<file path="config.mk">
export PLATFORM = sky130hd
export DESIGN_NAME = amount_check_top
export DESIGN_NICKNAME = d
export VERILOG_FILES = /design/src/rtl/amt_pkg.sv /design/src/rtl/amt_shift.sv /design/src/rtl/amt_addsub.sv /design/src/rtl/amt_ctrl.sv /design/src/rtl/amount_check_top.sv
export SDC_FILE = /design/constraint.sdc
export NUM_CORES = 1
export LEC_CHECK = 0
export ABC_AREA = 1
export BUFFER_PORTS_ARGS = -buffer_cell sky130_fd_sc_hd__buf_4
export CORE_AREA = 2 2 71 73
export CTS_BUF_LIST = sky130_fd_sc_hd__clkbuf_4 sky130_fd_sc_hd__clkbuf_8
export DETAILED_ROUTE_END_ITERATION = 16
export DIE_AREA = 0 0 73 75
export PLACE_DENSITY_LB_ADDON = 0.08
export SLEW_MARGIN = 20
export SYNTH_ARGS = -nofsm -noshare
export SYNTH_HDL_FRONTEND = slang
export SYNTH_SLANG_ARGS = --single-unit
</file>
<file path="constraint.sdc">
create_clock -name clk -period 3.35 [get_ports clk]
set_input_delay 0.1675 -clock clk [delete_from_list [all_inputs] [get_ports clk]]
set_output_delay 0.1675 -clock clk [all_outputs]
set_load 0.01 [all_outputs]
</file>
<file path="src/rtl/amt_pkg.sv">
package amt_pkg;

    localparam int KEY_W = 4;

    localparam logic [KEY_W-1:0] KEY_ZERO  = 4'h0;
    localparam logic [KEY_W-1:0] KEY_ONE   = 4'h1;
    localparam logic [KEY_W-1:0] KEY_CLEAR = 4'hC;
    localparam logic [KEY_W-1:0] KEY_ENTER = 4'hE;

    typedef enum logic {
        ST_ENTRY  = 1'b0,
        ST_VERIFY = 1'b1
    } step_e;

    typedef enum logic {
        OP_ADD = 1'b0,
        OP_SUB = 1'b1
    } op_e;

    typedef struct packed {
        logic is_bit;
        logic is_clear;
        logic is_enter;
        logic bit_val;
    } key_dec_t;

    function automatic key_dec_t decode_key(input logic [KEY_W-1:0] k);
        key_dec_t d;
        d.is_bit   = (k == KEY_ZERO) || (k == KEY_ONE);
        d.is_clear = (k == KEY_CLEAR);
        d.is_enter = (k == KEY_ENTER);
        d.bit_val  = (k == KEY_ONE);
        return d;
    endfunction

    // deposit wins when both enables are high
    function automatic op_e pick_op(input logic dep, input logic wdr);
        return (!dep && wdr) ? OP_SUB : OP_ADD;
    endfunction

endpackage

</file>
<file path="src/rtl/amt_shift.sv">
module amt_shift #(
    parameter int W = 16
) (
    input  logic         clk,
    input  logic         rst,
    input  logic         shift_en,
    input  logic         bit_in,
    input  logic         clr,
    output logic [W-1:0] amt
);
    always_ff @(posedge clk) begin
        if (rst || clr) begin
            amt <= '0;
        end else if (shift_en) begin
            amt <= {amt[W-2:0], bit_in};
        end
    end

    // a shift moves the old low bits up by one place
    a_r3_shift_left: assert property (@(posedge clk) disable iff (rst)
        (shift_en && !clr) |=> (amt[W-1:1] == $past(amt[W-2:0])));

    // a clear empties the amount
    a_r4_clear_zero: assert property (@(posedge clk) disable iff (rst)
        clr |=> (amt == '0));
endmodule

</file>
<file path="src/rtl/amt_addsub.sv">
module amt_addsub
    import amt_pkg::*;
#(
    parameter int W = 16
) (
    input  logic [W-1:0] bal,
    input  logic [W-1:0] amt,
    input  op_e          op,
    output logic [W-1:0] sum,
    output logic         out_of_range
);
    localparam int SW = W + 1;

    logic          sub;
    logic [W-1:0]  operand;
    logic [SW-1:0] wide;

    always_comb begin
        sub          = (op == OP_SUB);
        operand      = sub ? ~amt : amt;
        wide         = {1'b0, bal} + {1'b0, operand} + {{(SW-1){1'b0}}, sub};
        sum          = wide[W-1:0];
        // carry flags overflow on add; a missing carry is a borrow on subtract
        out_of_range = sub ? ~wide[W] : wide[W];
    end
endmodule

</file>
<file path="src/rtl/amt_ctrl.sv">
module amt_ctrl
    import amt_pkg::*;
#(
    parameter int W = 16
) (
    input  logic         clk,
    input  logic         rst,
    input  logic         rec,
    input  key_dec_t     kd,
    input  logic [W-1:0] sum,
    input  logic         out_of_range,
    output logic         in_entry,
    output logic [W-1:0] res,
    output logic         bad,
    output logic         ok_p,
    output logic         cancel_p
);
    step_e step;

    assign in_entry = (step == ST_ENTRY);

    always_ff @(posedge clk) begin
        if (rst) begin
            step     <= ST_ENTRY;
            res      <= '0;
            bad      <= 1'b0;
            ok_p     <= 1'b0;
            cancel_p <= 1'b0;
        end else begin
            ok_p     <= 1'b0;
            cancel_p <= 1'b0;
            if (rec) begin
                if (step == ST_ENTRY) begin
                    if (kd.is_enter) begin
                        bad <= out_of_range;
                        if (!out_of_range) begin
                            res  <= sum;
                            step <= ST_VERIFY;
                        end
                    end
                end else if (kd.is_bit) begin
                    ok_p     <= kd.bit_val;
                    cancel_p <= !kd.bit_val;
                    step     <= ST_ENTRY;
                end
            end
        end
    end

    // a confirm or cancel pulse only follows a verify step
    a_r11_pulse_from_verify: assert property (@(posedge clk) disable iff (rst)
        (ok_p || cancel_p) |-> $past(step == ST_VERIFY));

    // pulses last one cycle
    a_r11_one_cycle: assert property (@(posedge clk) disable iff (rst)
        (ok_p || cancel_p) |=> !(ok_p || cancel_p));

    // the held result does not move during verify
    a_r12_hold_result: assert property (@(posedge clk) disable iff (rst)
        (step == ST_VERIFY && $past(step == ST_VERIFY)) |-> $stable(res));

    // an invalid result never reaches verify
    a_r9_bad_stays_entry: assert property (@(posedge clk) disable iff (rst)
        bad |-> (step == ST_ENTRY));
endmodule

</file>
<file path="src/rtl/amount_check_top.sv">
module amount_check_top
    import amt_pkg::*;
#(
    parameter int W  = 16,
    parameter int KW = KEY_W
) (
    input  logic          clk,
    input  logic          rst,
    input  logic          dep_en,
    input  logic          wdr_en,
    input  logic          key_stb,
    input  logic [KW-1:0] key_code,
    input  logic [W-1:0]  bal_in,
    output logic [W-1:0]  bal_out,
    output logic          bad_txn,
    output logic          txn_ok,
    output logic          txn_cancel
);
    logic         rec;
    key_dec_t     kd;
    op_e          op;
    logic         in_entry;
    logic [W-1:0] amt;
    logic [W-1:0] sum;
    logic         oor;

    assign rec = key_stb && (dep_en || wdr_en);
    assign kd  = decode_key(key_code);
    assign op  = pick_op(dep_en, wdr_en);

    amt_shift #(.W(W)) u_shift (
        .clk      (clk),
        .rst      (rst),
        .shift_en (rec && in_entry && kd.is_bit),
        .bit_in   (kd.bit_val),
        .clr      (rec && in_entry && (kd.is_clear || kd.is_enter)),
        .amt      (amt)
    );

    amt_addsub #(.W(W)) u_addsub (
        .bal          (bal_in),
        .amt          (amt),
        .op           (op),
        .sum          (sum),
        .out_of_range (oor)
    );

    amt_ctrl #(.W(W)) u_ctrl (
        .clk          (clk),
        .rst          (rst),
        .rec          (rec),
        .kd           (kd),
        .sum          (sum),
        .out_of_range (oor),
        .in_entry     (in_entry),
        .res          (bal_out),
        .bad          (bad_txn),
        .ok_p         (txn_ok),
        .cancel_p     (txn_cancel)
    );

    // confirm and cancel never coincide
    a_r11_excl: assert property (@(posedge clk) disable iff (rst)
        !(txn_ok && txn_cancel));

    // an invalid flag never comes with a confirm
    a_r9_no_ok_when_bad: assert property (@(posedge clk) disable iff (rst)
        bad_txn |-> !txn_ok);

    // a viable withdrawal plus its amount gives back the old balance
    a_r6_wdr_relation: assert property (@(posedge clk) disable iff (rst)
        (rec && in_entry && kd.is_enter && op == OP_SUB && !oor)
            |-> ((sum + amt) == bal_in) && (amt <= bal_in));

    // with both enables low, no key changes the amount
    a_r2_no_enable: assert property (@(posedge clk) disable iff (rst)
        !(dep_en || wdr_en) |=> $stable(amt));
endmodule

</file>
## Yosys cells after proc, flatten, opt, wreduce, memory -nomap -nowiden

Cells that the tools add are included.
Widths: inputs -> output; s select.

- Flip-flop bits (word level): 36
- Input port bits: 25
- Word-level logic and storage cells: 39

- $add $sub $neg: 2
- Equality and inequality tests: 3
- Muxes and demuxes: 7
- Bitwise operators: 6
- Reductions and logical operators: 15

Operators with widths:

| operator | number |
|---|---|
| $add 16x16->17 | 1 |
| $add 17x1->17 | 1 |
| $mux 16 | 1 |
| $not 16->16 | 1 |
| $eq 4x4->1 const B | 2 |
| $mux 1 | 6 |
| $logic_and 1x1->1 | 5 |
| $not 1->1 | 5 |
| $eq 4x1->1 const B | 1 |
| $logic_not 4->1 | 1 |
| $logic_or 1x1->1 | 4 |
| $reduce_and 4->1 | 1 |
| $reduce_or 4->1 | 1 |
| $reduce_and 3->1 | 1 |
| $logic_not 1->1 | 2 |

## Longest topological paths before layout

Gate-level depths: netlist (run 1).

- Word-level depth: 11
- Depth in mapped cells: 17

## Modules after synthesis

Synthesis (run 1) repeated with hierarchy kept, for this count alone.

- Cell total of the unflattened synthesis: 428
- Area total of the unflattened synthesis: 2713.9 um2

By module, submodules not included:

| module | times used | cells an instance | area each (um2) |
|---|---|---|---|
| amt_addsub | 1 | 185 | 1063.5 |
| amt_ctrl | 1 | 124 | 863.3 |
| amt_shift | 1 | 101 | 695.7 |
| amount_check_top | 1 | 18 | 91.3 |

## Worst setup path after synthesis (run 1)

No wires, ideal clock.

- Path kind: input-to-reg
- Start point: input port dep_en
- End point: register u_ctrl.res[11]
- Arrival time: 2113 ps
- Required time: 3236 ps
- Slack: 1123 ps
- Stages: 16
- Buffers on the path: 2
- Cells stage by stage: inv_1 nand2_2 buf_2 xnor2_1 fa_1 nand2_1 nand2_1 nand3_1 nand2_2 nand2_2 nand2_1 nand2_2 nand3_4 buf_6 a21oi_1 nor2_1

- Word-level cells in the longest chain between the ends: 10
- Elaborated cells between the ends (all ways): 12
- Classes of those cells: add/sub (2); mux (3); bitwise (2); reduce/logical (5)

Ends and longest elaborated chain:

| what | line | text |
|---|---|---|
| from (decl) | amount_check_top.sv:9 | `input logic dep_en,` |
| $logic_not 1->1 | amt_pkg.sv:38 | `return (!dep && wdr) ? OP_SUB : OP_ADD;` |
| $logic_and 1x1->1 | amt_pkg.sv:38 |  |
| $mux 1 | amt_pkg.sv:38 |  |
| $mux 16 | amt_addsub.sv:20 | `operand = sub ? ~amt : amt;` |
| $add 16x16->17 | amt_addsub.sv:21 | `wide = {1'b0, bal} + {1'b0, operand} + {{(SW-1){1'b0}}, sub};` |
| $add 17x1->17 | amt_addsub.sv:21 |  |
| $not 1->1 | amt_addsub.sv:24 | `out_of_range = sub ? ~wide[W] : wide[W];` |
| $mux 1 | amt_addsub.sv:24 |  |
| $not 1->1 (no line) | n/a |  |
| $reduce_and 4->1 (no line) | n/a |  |
| to (signal assigned) | amt_ctrl.sv:37 | `res <= sum;` |
| to (decl) | amt_ctrl.sv:13 | `output logic [W-1:0] res,` |

Parallel ways exist; a longest one is shown, timed or not.
A chain may end at the register's enable or synchronous reset.

## Worst setup path after layout (run 1)

- Start point: register u_shift.amt[0]
- End point: register u_ctrl.res[9]

- Word-level cells in the longest chain between the ends: 8

Ends and longest elaborated chain:

| what | line | text |
|---|---|---|
| from (decl) | amt_shift.sv:9 | `output logic [W-1:0] amt` |
| from (signal assigned) | amt_shift.sv:15 | `amt <= {amt[W-2:0], bit_in};` |
| $not 16->16 | amt_addsub.sv:20 |  |
| $mux 16 (*) | amt_addsub.sv:20 |  |
| $add 16x16->17 (*) | amt_addsub.sv:21 |  |
| $add 17x1->17 (*) | amt_addsub.sv:21 |  |
| $not 1->1 | amt_addsub.sv:24 |  |
| $mux 1 | amt_addsub.sv:24 |  |
| $not 1->1 (no line) | n/a |  |
| $reduce_and 4->1 (no line) | n/a |  |

Every way passes the cells marked *; elsewhere a longest branch is shown, timed or not.

==> results of run 1 <==
==> area by class of cell <==
type	count	area [um2]
clock buffer	6	82.58
clock inverter	2	15.01
fill	447	1730
inverter	57	214.0
multi-input combinational	284	1500
sequential	36	720.7
tap	54	67.56
timing repair buffer	44	330.3
==> final timing paths <==
path,cells past startpoint,from,end
setup / recovery,14,u_shift.amt[0],u_ctrl.res[9]
hold / removal,2,key_code[0],u_ctrl.cancel_p
setup reg to reg,14,u_shift.amt[0],u_ctrl.res[9]
hold reg to reg,2,u_shift.amt[15],u_shift.amt[15]
==> Yosys cell counts <==
master,n
sky130_fd_sc_hd__a21oi_1,34
sky130_fd_sc_hd__a21oi_2,2
sky130_fd_sc_hd__a31oi_1,1
sky130_fd_sc_hd__and2_1,2
sky130_fd_sc_hd__buf_2,2
sky130_fd_sc_hd__buf_4,1
sky130_fd_sc_hd__buf_6,2
sky130_fd_sc_hd__clkbuf_1,2
sky130_fd_sc_hd__clkinv_1,1
sky130_fd_sc_hd__dfxtp_1,36
sky130_fd_sc_hd__fa_1,1
sky130_fd_sc_hd__ha_1,15
sky130_fd_sc_hd__inv_1,54
sky130_fd_sc_hd__inv_2,2
sky130_fd_sc_hd__nand2_1,127
sky130_fd_sc_hd__nand2_2,8
sky130_fd_sc_hd__nand3_1,10
sky130_fd_sc_hd__nand3_2,1
sky130_fd_sc_hd__nand3_4,1
sky130_fd_sc_hd__nand3b_1,4
sky130_fd_sc_hd__nand4_1,1
sky130_fd_sc_hd__nor2_1,38
sky130_fd_sc_hd__nor2_2,1
sky130_fd_sc_hd__nor3_1,1
sky130_fd_sc_hd__nor3_2,1
sky130_fd_sc_hd__o211ai_1,1
sky130_fd_sc_hd__o21ai_0,8
sky130_fd_sc_hd__o21bai_1,2
sky130_fd_sc_hd__xnor2_1,21
sky130_fd_sc_hd__xor2_1,4
==> critical path, stage by stage (launching register included) <==
cell                      delay [ns]
sky130_fd_sc_hd__dfxtp_1        0.34
sky130_fd_sc_hd__inv_1          0.09
sky130_fd_sc_hd__nand2_1        0.08
sky130_fd_sc_hd__and2_1         0.20
sky130_fd_sc_hd__fa_1           0.40
sky130_fd_sc_hd__nand2_1        0.09
sky130_fd_sc_hd__nand2_1        0.07
sky130_fd_sc_hd__nand3_1        0.10
sky130_fd_sc_hd__nand2_2        0.09
sky130_fd_sc_hd__nand2_2        0.09
sky130_fd_sc_hd__nand2_1        0.07
sky130_fd_sc_hd__nand2_2        0.08
sky130_fd_sc_hd__nand3_4        0.27
sky130_fd_sc_hd__a21oi_1        0.29
sky130_fd_sc_hd__nor2_1         0.06
==> layer usage <==
metal / track usage (%) / part of all wire [%] / vias to the layer above
met5: 0 / 0 / -
met4: 8.436 / 2.3 / 0
met3: 4.150 / 3.1 / 13
met2: 35.34 / 46 / 40
met1: 26.81 / 48 / 1020
li1: - / - / 1269
==> registers in the layout, summed over array words and instances (netlist names) <==
name and count:
u_ctrl.step 1, u_ctrl.ok_p 1, u_ctrl.cancel_p 1, u_ctrl.bad 1, u_ctrl.res 16, u_shift.amt 16
==> where the power goes <==
part	leakage [nW]	total (mW)	internal [mW]	switching [mW]
combinational	1.12	0.224	0.0919	0.132
clock	0.0434	0.335	0.167	0.168
sequential	0.290	0.434	0.432	0.00240
==> cells by family (layout without fill, tap and decap cells) <==
kind of cell	Yosys count	count (layout)	share of synthesized area (%)
XOR/XNOR	25	25	8.821
buffers and inverters	64	109	10.53
AND/OR/NAND/NOR	195	195	32.91
flip-flops	36	36	29.03
AO/OA/AOI/OAI	48	48	10.33
adder cells (fa/ha/maj)	16	16	8.367
==> results.md, run 1 <==
- The flow ran to the end, and the final reports show no timing, DRC or antenna violations.
- The total wire length after detailed routing is 5.390 mm.
- Setup repair after global routing left no endpoint under its margin.
- The post-detailed-placement half-perimeter wirelength is around 4.3 mm.
- The analysis attributes to cell leakage a power of 1.451 nW.
- In the final timing run, aggregate negative setup slack is 0 ns.
- The overall fraction of global-route tracks in use is a little over a fifth.
- For the pin with the worst max-slew slack, the measured transition is 0.4787 ns.
- The worst setup path is of the flop to flop kind.
- Across all hold checks on the routed design, the worst slack comes to 0.04218 ns.
- The slack of the worst reg-to-reg path is 0.90 ns.
- The power per unit of standard cell area is 338.8 nW/um2.
- The fraction of layout cells with a size suffix above 1 is 15.85%.
- The Yosys step of the flow raised 0 warnings.
- The buffers inserted during post-CTS setup optimization is 0.
- In this run the worst path has a maximum fanout of 26.
- Entering global routing, the biggest net connects 27 pins.
- The clock tree synthesis step divided the H-tree into 2 levels.
- Clock-pin slew was measured on the worst setup and hold paths at ~0.080 ns.
- In this run the remaining antenna-violating nets after routing total 0.
- The synthesis-to-layout area growth is 18.04%.
- The number of cells produced by synthesis is 384.
- Dividing the final minimum period by the clock period gives between 70 and 80%.
- The maximum clock path buffer count is 2.
- The average vias per placed instance is around 4.8.
- For this run, the post-layout net count is 469.
- The highest clock frequency the design can meet is between 400 and 500 MHz.
- At the later pin of the worst-skew pair, clock insertion delay measures 0.29 ns.
- The cell type contributing the most total cell area after synthesis is sky130_fd_sc_hd__dfxtp_1.
- The number of hold violations in the final report is 0.
- The total of max-cap violations is 0.
- Summing over every cut layer, the via total after detailed routing is between 2000 and 2500.
- The tightest min-delay check is of the input port to flop type.
- The total congestion overflow after global routing is 0.
- The area enclosed by the die boundary is 5475 um2.
- In this run, the number of DRC markers left after iteration 0 of detailed routing was 125.
- The post-route total power is 0.9927 mW.
- The most common library cell in the layout ignoring fill and taps is sky130_fd_sc_hd__nand2_1.
- The iteration count of the initial detailed-routing pass is 4.
- Synthesis inferred 36 register bits.
- Counting distinct cell types in the post-synthesis netlist gives 30.
- The required time of the critical path is about 3.5 ns.
- Setup violations remaining at the end of the flow were counted as 0.
- Sorting the synthesized cells by area gives the leading types as sky130_fd_sc_hd__dfxtp_1, sky130_fd_sc_hd__nand2_1, sky130_fd_sc_hd__inv_1.
- The count of port buffers added during placement is 43.
- The count of antenna diodes in the layout is 0.
- Once placement completed, the tool counted placed cells totaling 475.
- Summing all placed instances gives a cell area of around 2800 um2.
- Once layout is complete, the utilization of the core stands at 62.87%.
- Hold repair after CTS inserted 0 buffers.
- TritonCTS built the clock tree.
- The cell area after layout is 2930 um2.
- For the finished layout, the period the worst path requires is 2.449 ns.
- Counting every net in the synthesized netlist gives ~430.
- The worst relative slew slack is between 60% and 70%.
- The die is around 75 um tall.
- The initialized floorplan defines 25 standard-cell rows.
- For this configuration, the core starts out at a cell density of 53.26%.
- The worst setup path is launched from a flop.
- The average instance area after synthesis is 6.465 um2.
- The number of CTS-inserted buffers is 5.
- The share of Yosys cell area claimed by the top area cell type is 29.03%.
- In the layout the commonest cells are sky130_fd_sc_hd__nand2_1, sky130_fd_sc_hd__inv_1, sky130_fd_sc_hd__buf_4.
- Once routing completed, OpenROAD measured the worst setup slack at 0.9006 ns.
- The number of slew-limit violations in the final report came to 0.
- The clock root buffer is sky130_fd_sc_hd__clkbuf_8.
- For this run, the register share of the synthesized area comes to 29.03%.
- The number of global-route vias before repair is 2094.
- The final instance count without filler cells is 483.
- Summing every instance area after synthesis gives 2482 um2.
- The final worst clock skew is 0.004593 ns.
- The endpoint arrival time on the critical path is around 2.6 ns.
- The global-route wire length before repair is 8.997 mm.
- The initial antenna violation count is 0.
- The post-cts gate resize count is 0.
- The number of clock sinks seen by CTS is 36.
- In the final routed layout, each cell accounts on average for 11.16 um.
- The core outline area is 4661 um2.
- The minimum setup slack after placement is around 0.59 ns.
- VDD sags by at most 0.0002273 V.
- The floorplan die width is about 73 um.
- The nature of the critical path endpoint is a flop.
- The number of primary I/O pins is 44.
- For this run, design rule violations remaining after detail routing come to 0.
- At the end of routability-driven placement, the weighted congestion stood at 0.8936.
(Power assumes the default switching activity.)
==> run 2: changes to the inputs <==
--- a/config.mk
+++ b/config.mk
@@ -5,12 +5,12 @@
 export SDC_FILE = /design/constraint.sdc
 export NUM_CORES = 1
 export LEC_CHECK = 0
-export ABC_AREA = 1
+export ABC_AREA = 0
 export BUFFER_PORTS_ARGS = -buffer_cell sky130_fd_sc_hd__buf_4
-export CORE_AREA = 2 2 71 73
+export CORE_AREA = 2 2 68 70
 export CTS_BUF_LIST = sky130_fd_sc_hd__clkbuf_4 sky130_fd_sc_hd__clkbuf_8
 export DETAILED_ROUTE_END_ITERATION = 16
-export DIE_AREA = 0 0 73 75
+export DIE_AREA = 0 0 70 72
 export PLACE_DENSITY_LB_ADDON = 0.08
 export SLEW_MARGIN = 20
 export SYNTH_ARGS = -nofsm -noshare
==> constraint.sdc (replaced) <==
create_clock -name clk -period 2.5 [get_ports clk]
set_input_delay 0.125 -clock clk [delete_from_list [all_inputs] [get_ports clk]]
set_output_delay 0.125 -clock clk [all_outputs]
set_load 0.01 [all_outputs]
==> run 2 against run 1 <==
Effect of this change: utilization grew 10 points; clock power grew 34%; cell count shrank 17%; sequential share of layout area shrank 1.3 points; largest power group unchanged.
==> results.md, run 2 <==
- The most common cell in the synthesized netlist is sky130_fd_sc_hd__nand2_1.
- 0 antenna diodes ended up in the layout.
- The number of vias in the routed layout is 2243.
- The critical path goes through xnor2_1 -> ha_1 -> a21o_1 -> a31o_1 -> a311oi_4 -> buf_4 -> o2111ai_4 -> buf_12 -> a31oi_1.
- The overall fraction of global-route tracks in use is 23.79%.
- By area the synthesized netlist is led by sky130_fd_sc_hd__dfxtp_1, sky130_fd_sc_hd__xnor2_1, sky130_fd_sc_hd__ha_1.
- In the final layout, the registers with the most flip-flops are u_ctrl.res: 16 flops, u_shift.amt: 16 flops.
- For this design, the CTS-stage hold fixing added 0 buffers.
- The number of clock buffers added by TritonCTS is 5.
- The minimum clock period is 2.397 ns.
- In the synthesized netlist the dominant register cell turns out to be sky130_fd_sc_hd__dfxtp_1.
- After detailed routing, the total wire length is 5.670 mm.
- The average vias per placed instance is about 5.6.
- The worst reg2reg path startpoint is u_shift.amt[11].
- The global-route wire length before repair is 9.570 mm.
- The post-synthesis net count is 314.
- The setup check on the worst reg-to-reg path leaves a slack of 0.10 ns.
- In the routed design, unresolved DRC markers number 0.
- The number of cells on the worst reg-to-reg path is 9.
- The H-tree level count is 2.
- The class of the tightest hold or removal check is input port to flop.
- The share of Yosys cell area claimed by the top area cell type is 31.39%.
- The final routed wire length divided by cell count is 14.07 um.
- Yosys mapped the design onto 56 distinct sky130hd cell types.
- The minimum setup slack after placement is -0.1147 ns.
- Max-cap violations in this run came to 0.
- On the worst path, the slowest cell contributes a delay of between 0.3 and 0.4 ns.
- In this run the power density over the cells is 442.7 nW/um2.
- The worst path buffer plus inverter count is 2.
- The insertion delay to the later sink of the worst-skew pair is 0.29 ns.
- The maximum clock path buffer count is 2.
- The highest clock frequency the design can meet is 417.2 MHz.
- The worst setup slack after layout is between 0.1 and 0.15 ns.
- The post-detailed-placement half-perimeter wirelength is 4.473 mm.
- The register bit total from synthesis is 36.
- Along the worst hold path, the cell count comes to 2.
- The number of slew-limit violations in the final report is 0.
- In this run the number of cells on the critical path is 9.
- Across the VDD grid, the largest voltage drop is between 0.0003 and 0.0004 V.
- In the layout the commonest cells are sky130_fd_sc_hd__buf_4, sky130_fd_sc_hd__nand2_1, sky130_fd_sc_hd__dfxtp_1.
- The site row count is 24.
- Setup violations remaining at the end of the flow were counted as 0.
- The most common library cell in the layout ignoring fill and taps is sky130_fd_sc_hd__buf_4.
- The type of origin of the critical path is a flop.
- The maximum fanout encountered on the critical timing path is 9.
- The clock root buffer is sky130_fd_sc_hd__clkbuf_8.
- The share of synthesized registers carrying an async set or reset is 0%.
- The iteration count of the initial detailed-routing pass is 4.
- The dominant delay contributor by cell family on the critical path is compound AO/OA/AOI/OAI gates.
- Input and output buffers added on the ports amount to 43.
- The starting DRC count in detailed routing is 131.
- The type of the worst setup path is flop to flop.
- The total of fill cells in the finished design is 381.
- In the final layout, the share of cells above drive strength 1 is between 30 and 40%.
- After layout, the worst path uses 95.89% of the clock period.
- The slew at the pin with the worst max-slew slack is 0.4851 ns.
- The cell type contributing the most total cell area after synthesis is sky130_fd_sc_hd__dfxtp_1.
- The number of global-route vias before repair was 2159.
- During I/O placement, the number of pins put on the boundary was 44.
- The layout net count is 391.
- The flow ran to the end, and the final reports show no timing, DRC or antenna violations.
- The most critical setup path has its startpoint at u_shift.amt[11].
- After clock tree synthesis, the clock-pin slew on the worst setup and hold paths is 0.07 ns.
- The average instance area after synthesis is 8.410 um2.
- For the final database, setup skew stands at 0.003992 ns.
- By count the netlist is led by sky130_fd_sc_hd__nand2_1, sky130_fd_sc_hd__dfxtp_1, sky130_fd_sc_hd__a21oi_1.
- STA puts the critical path data arrival time at 2.58 ns.
- Routability-driven placement finished with a final weighted congestion of 0.9111.
- The initial cell density of the core is 53.84%.
- Synthesis produced a netlist whose cell count is ~270.
- In this run the standard cell core region covers 4264 um2.
- After global routing the overflow that remains totals 0.
- Data on the critical path is required at its endpoint by about 2.7 ns.
- The floorplan die height is just over 70 um.
- TritonCTS built the clock tree.
- Measured along the x axis, the die boundary spans 70 um.
- The area enclosed by the die boundary is 5040 um2.
- The area growth from synthesis to layout is 35.26%.
- The remaining number of nets flagged by the antenna check after routing is 0.
- The count of flip-flops with a built-in enable after synthesis is 0.
- The slowest stage of the critical path is the sky130_fd_sc_hd__a311oi_4 cell.
- The worst relative slew slack is 67.66%.
- The static power due to leakage is 1.306 nW.
- The mapped netlist covers 2296 um2.
- The pin count of the biggest net entering global routing is 17.
- The number of hold violations in the final report came to 0.
- The capturing instance or port of the critical path is u_ctrl.step.
- The cell area after layout is 3105 um2.
- The warning count from the yosys run is 0.
- The area after detailed placement is 2973 um2.
- The worst register-to-register path ends at u_ctrl.step.
- The number of clock sinks seen by CTS is 36.
- The share of the Yosys chip area taken by registers is 31.39%.
- The initial antenna violation count came to 0.
- The worst setup path is captured at a flop.
run 2: cell count changes in the layout (fill, tap and decap cells not counted), sizes merged, moves of 4 or more:
| cell | delta |
|---|---|
| a21oi | -4 |
| inv | -55 |
| o22ai | +7 |
| o21ai | +6 |
| nor2 | -35 |
| buf | +39 |
| a21o | +10 |
| a211oi | +4 |
| nand2 | -84 |
| nand3b | -4 |
run 2: kinds of logic (layout without fill, tap and decap cells):
logic type | after synthesis | in the layout | synth area share (%)
simple gates | 88 | 88 | 18.47
fa+ha+maj | 16 | 16 | 9.046
compound gates | 90 | 90 | 27.08
xor+xnor | 28 | 28 | 10.68
flops | 36 | 36 | 31.39
buf+inv | 15 | 93 | 3.324
run 2: worst min-delay path by stage:
| stage | start | endpoint | slack, ns |
|---|---|---|---|
| 2_1_floorplan | rst | u_ctrl.ok_p | 0.20 |
| 3_3_place_gp | key_code[0] | u_ctrl.cancel_p | 0.34 |
| 3_5_place_dp | key_code[0] | u_ctrl.cancel_p | 0.34 |
| 4_1_cts | key_code[0] | u_ctrl.cancel_p | 0.04 |
| 5_1_grt | key_code[0] | u_ctrl.cancel_p | 0.04 |
| 6_report | key_code[0] | u_ctrl.cancel_p | 0.04 |
run 2: worst reg2reg max path: cells and delay by family (launching register included):
family	cells	cell delay, ns
compound gates	5	1.15
buf+inv	2	0.37
flops	1	0.33
fa+ha+maj	1	0.27
xor+xnor	1	0.18
run 2: power breakdown:
part	internal, mW	switching [mW]	leakage (nW)
Combinational	0.174	0.172	0.964
Sequential	0.577	0.00245	0.291
Clock	0.246	0.203	0.0523
run 2: timing repair:
action                     CTS  global route
resized for setup            0             4
buffers inserted             0             1
setup endpoints to repair    0            17
run 2: cell type report:
cell class	instances	area (um2)	share of cell area (%)
Timing Repair Buffer	83	660.6	21.27
Tap cell	52	65.06	2.095
Clock buffer	8	97.59	3.143
Sequential cell	36	721.9	23.25
Multi-Input combinational cell	222	1553	50.00
Inverter	2	7.507	0.2417
run 2: stage by stage:
| stage | std cells | util, % | power, mW | hold slack [ns] | TNS (ns) |
|---|---|---|---|---|---|
| after floorplan | 273 | - | 0.8023 | 0.2007 | -0.4740 |
| after global placement | 394 | 69.72 | 0.9214 | 0.3433 | -0.6608 |
| after detailed placement | 394 | 69.72 | 0.9282 | 0.3426 | -1.180 |
| after CTS | 402 | 72.01 | 1.372 | 0.03518 | 0 |
| after global routing | 403 | 72.83 | 1.442 | 0.04081 | -0.01429 |
| final | 403 | 72.83 | 1.375 | 0.04340 | 0 |
run 2: layer usage:
metal	global-route usage, %	wire [um]
met1	29.51	2599
met2	40.63	2688
met3	5.417	262
met4	8.974	121
met5	0	0
==> run 3: changes to the inputs <==
--- a/config.mk
+++ b/config.mk
@@ -5,12 +5,12 @@
 export SDC_FILE = /design/constraint.sdc
 export NUM_CORES = 1
 export LEC_CHECK = 0
-export ABC_AREA = 0
+export ABC_AREA = 1
 export BUFFER_PORTS_ARGS = -buffer_cell sky130_fd_sc_hd__buf_4
-export CORE_AREA = 2 2 68 70
+export CORE_AREA = 2 2 71 73
 export CTS_BUF_LIST = sky130_fd_sc_hd__clkbuf_4 sky130_fd_sc_hd__clkbuf_8
 export DETAILED_ROUTE_END_ITERATION = 16
-export DIE_AREA = 0 0 70 72
+export DIE_AREA = 0 0 73 75
 export PLACE_DENSITY_LB_ADDON = 0.08
 export SLEW_MARGIN = 20
 export SYNTH_ARGS = -nofsm -noshare
==> run 3 against run 2 <==
Effect of this change: count of clock-buffer cells in the layout down 3; flip-flop and latch count unchanged; largest cell class unchanged; via count rose by 9.1%.
==> results.md, run 3 (synthesized netlist as in run 1, its figures left out) <==
- Sequential cells account for 40.6% of the total power.
- Counting cells, the worst reg-to-reg path comes to 14.
- After clock tree synthesis, the setup repair step added 0 buffers.
- The layout net count is 482.
- The total wire length after detailed routing is 5.821 mm.
- The die is ~75 um tall.
- Counting the buffers created by CTS gives 5.
- Across all hold checks on the routed design, the worst slack comes to around 0.23 ns.
- Using the TritonRoute via totals, the vias-per-cell ratio works out to 4.931.
- The worst-case IR drop observed on VDD is 0.0003133 V.
- Once the floorplan was initialized, standard cells occupied 53.26% of the core.
- The overall fraction of global-route tracks in use is 22.51%.
- Summed over all nets, the switching power comes to around 0.42 mW.
- The clock share of power is 36.7%.
- For this run the aggregate overflow at the end of global routing stands at 0.
- The highest clock frequency the design can meet is 431.7 MHz.
- The endpoint of the worst register-to-register path is u_ctrl.res[14].
- The final worst clock skew is 0.01222 ns.
- Per report_power, the combinational group accounts for 22.7% of the total.
- The count of unresolved DRC violations after routing is 0.
- The worst relative slew slack is 60.42%.
- The clock passes through at most 2 buffers.
- The clock transition at the registers of the reported paths is 0.08 ns.
- The share of the clock period used by the worst path after layout is between 90 and 100%.
- The type of the worst setup path is flop to flop.
- The number of hold violations in the final report is 0.
- The core outline area is around 4700 um2.
- The start point of the critical path is u_shift.amt[0].
- The largest registers in the layout are u_ctrl.res: 16 flops, u_shift.amt: 16 flops.
- Data on the critical path is required at its endpoint by 2.68 ns.
- The pin count of the biggest net entering global routing is 27.
- The tightest min-delay check is of the input port to flop type.
- Summing all multi-input logic gate instances after layout gives 1518 um2.
- Setup repair after global routing left no endpoint under its margin.
- The run finished with clean final reports.
- The type of origin of the critical path is a flop.
- The most common library cell in the layout ignoring fill and taps is sky130_fd_sc_hd__nand2_1.
- The number of clock sinks seen by CTS is 36.
- The site row count is 25.
- After detailed placement, the total cell area comes to 2908 um2.
- The post-route total power is around 1.4 mW.
- The smallest clock period supported by the final layout is computed as 2.316 ns.
- Net switching is between 20 and 30% of the power.
- Along the worst hold path, the cell count comes to 4.
- TritonCTS built the clock tree.
- Of the cells placed in the final design, the portion with a size suffix greater than 1 is ~18%.
- The internal power is 1.012 mW.
- The insertion delay to the later sink of the worst-skew pair is roughly 0.30 ns.
- The setup TNS is 0 ns.
- Once layout is done, the placed cells without fillers occupy 3057 um2.
- For flop-to-flop paths, the worst setup slack is about 0.18 ns.
- The power per unit of standard cell area is 468.3 nW/um2.
- In this run the number of H-tree levels came out at 2.
- The worst register-to-register path begins at u_shift.amt[0].
- The setup violation total in the final timing report is 0.
- The count of nets left with antenna violations once routing finished came out at 0.
- The endpoint arrival time on the critical path is about 2.5 ns.
- The final weighted congestion in routability-driven placement is 0.8708.
- Across the run, the number of max-cap violations was 0.
- The slew at the pin with the worst max-slew slack is 0.5916 ns.
- The number of antenna diodes in the final layout is 0.
- The global-route wire length before repair is slightly below 10 mm.
- After the first detailed-routing iteration, the DRC count stood at 120.
- The final route contains around 2400 vias.
- The number of global-route vias before repair came to between 2000 and 2500.
- The HPWL after detailed placement is 4.503 mm.
- The count of port buffers added during placement is 43.
- The utilization of the core after routing is 65.58%.
- The tree is rooted in a sky130_fd_sc_hd__clkbuf_8.
- The library cells used most frequently in the layout, excluding fill and tap cells, are sky130_fd_sc_hd__nand2_1, sky130_fd_sc_hd__inv_1, sky130_fd_sc_hd__buf_4.
- Of all nets on the critical path, the largest fanout is 13.
- Across the whole layout, storage elements account for 720.7 um2.
- The floorplan die width is between 70 and 80 um.
- The number of primary I/O pins is between 40 and 50.
- The initial antenna violation count is 0.
- The nature of the critical path endpoint is a flop.
- The start point of the worst min-delay path is bal_in[1].
- The area enclosed by the die boundary is 5475 um2.
- The total of fill cells in the finished design is 440.
- For this run, the detailed router's first-pass iteration total came to 4.
- In this run the static leakage power is 1.520 nW.
- The area growth from synthesis to layout is 23.14%.
- The endpoint of the worst hold path is u_ctrl.res[1].
- The number of slew-limit violations in the final report is 0.
- The final routed wire length divided by cell count is 11.74 um.
-- run 3: worst max-delay path by stage --
stage / endpoint / slack (ns) / cells after the start
after floorplan: u_ctrl.res[11] / 0.32 / 16
after global placement: u_ctrl.res[9] / 0.12 / 16
after detailed placement: u_ctrl.res[12] / 0.03 / 17
after CTS: u_ctrl.res[14] / 0.12 / 14
after global routing: u_ctrl.res[9] / 0.03 / 15
final: u_ctrl.res[14] / 0.18 / 14
-- run 3: stage by stage --
step	setup WS, ns	std cells
3_5_place_dp	0.02573	485
6_report	0.1836	496
3_3_place_gp	0.1181	485
2_1_floorplan	0.3160	384
5_1_grt	0.02952	496
4_1_cts	0.1189	495
-- run 3: layout make-up --
| class | count | share of cell area (%) |
|---|---|---|
| clock buffers | 5 | 2.251 |
| clock inverters | 3 | 1.392 |
| inverters | 57 | 7.000 |
| multi-input cells | 285 | 49.65 |
| flip-flops and latches | 36 | 23.58 |
| well taps | 54 | 2.210 |
| repair buffers | 56 | 13.92 |
-- run 3: power groups by stage --
stage / Combinational, mW / Clock, mW / Sequential [mW]
2_1_floorplan: 0.214 / 0 / 0.597
6_report: 0.324 / 0.525 / 0.582
5_1_grt: 0.365 / 0.558 / 0.583
3_3_place_gp: 0.317 / 0 / 0.595
4_1_cts: 0.320 / 0.532 / 0.582
3_5_place_dp: 0.315 / 0 / 0.595
-- run 3: what timing repair did --
action                                  CTS  global route
hold buffers                              2             0
resized for setup                         0             1
endpoints found under the setup margin    0            13
endpoints found under the hold margin     2             0
-- run 3: per-layer routing --
layer | vias up | share of wire (%) | global-route usage, %
met2 | 57 | 50 | 41.14
met5 | - | 0 | 0
met1 | 1086 | 46 | 27.59
met4 | 0 | 1.2 | 4.938
li1 | 1292 | - | -
met3 | 11 | 3.3 | 4.016
-- run 3: critical path: stages (launching register included) --
cell	delay [ns]
sky130_fd_sc_hd__dfxtp_1	0.34
sky130_fd_sc_hd__inv_1	0.10
sky130_fd_sc_hd__nand2_1	0.09
sky130_fd_sc_hd__and2_1	0.20
sky130_fd_sc_hd__fa_1	0.41
sky130_fd_sc_hd__nand2_1	0.09
sky130_fd_sc_hd__nand2_1	0.07
sky130_fd_sc_hd__nand3_1	0.11
sky130_fd_sc_hd__nand2_2	0.08
sky130_fd_sc_hd__nand2_2	0.08
sky130_fd_sc_hd__nand2_1	0.06
sky130_fd_sc_hd__nand2_2	0.12
sky130_fd_sc_hd__nand3_4	0.19
sky130_fd_sc_hd__a21oi_1	0.21
sky130_fd_sc_hd__nor2_1	0.05
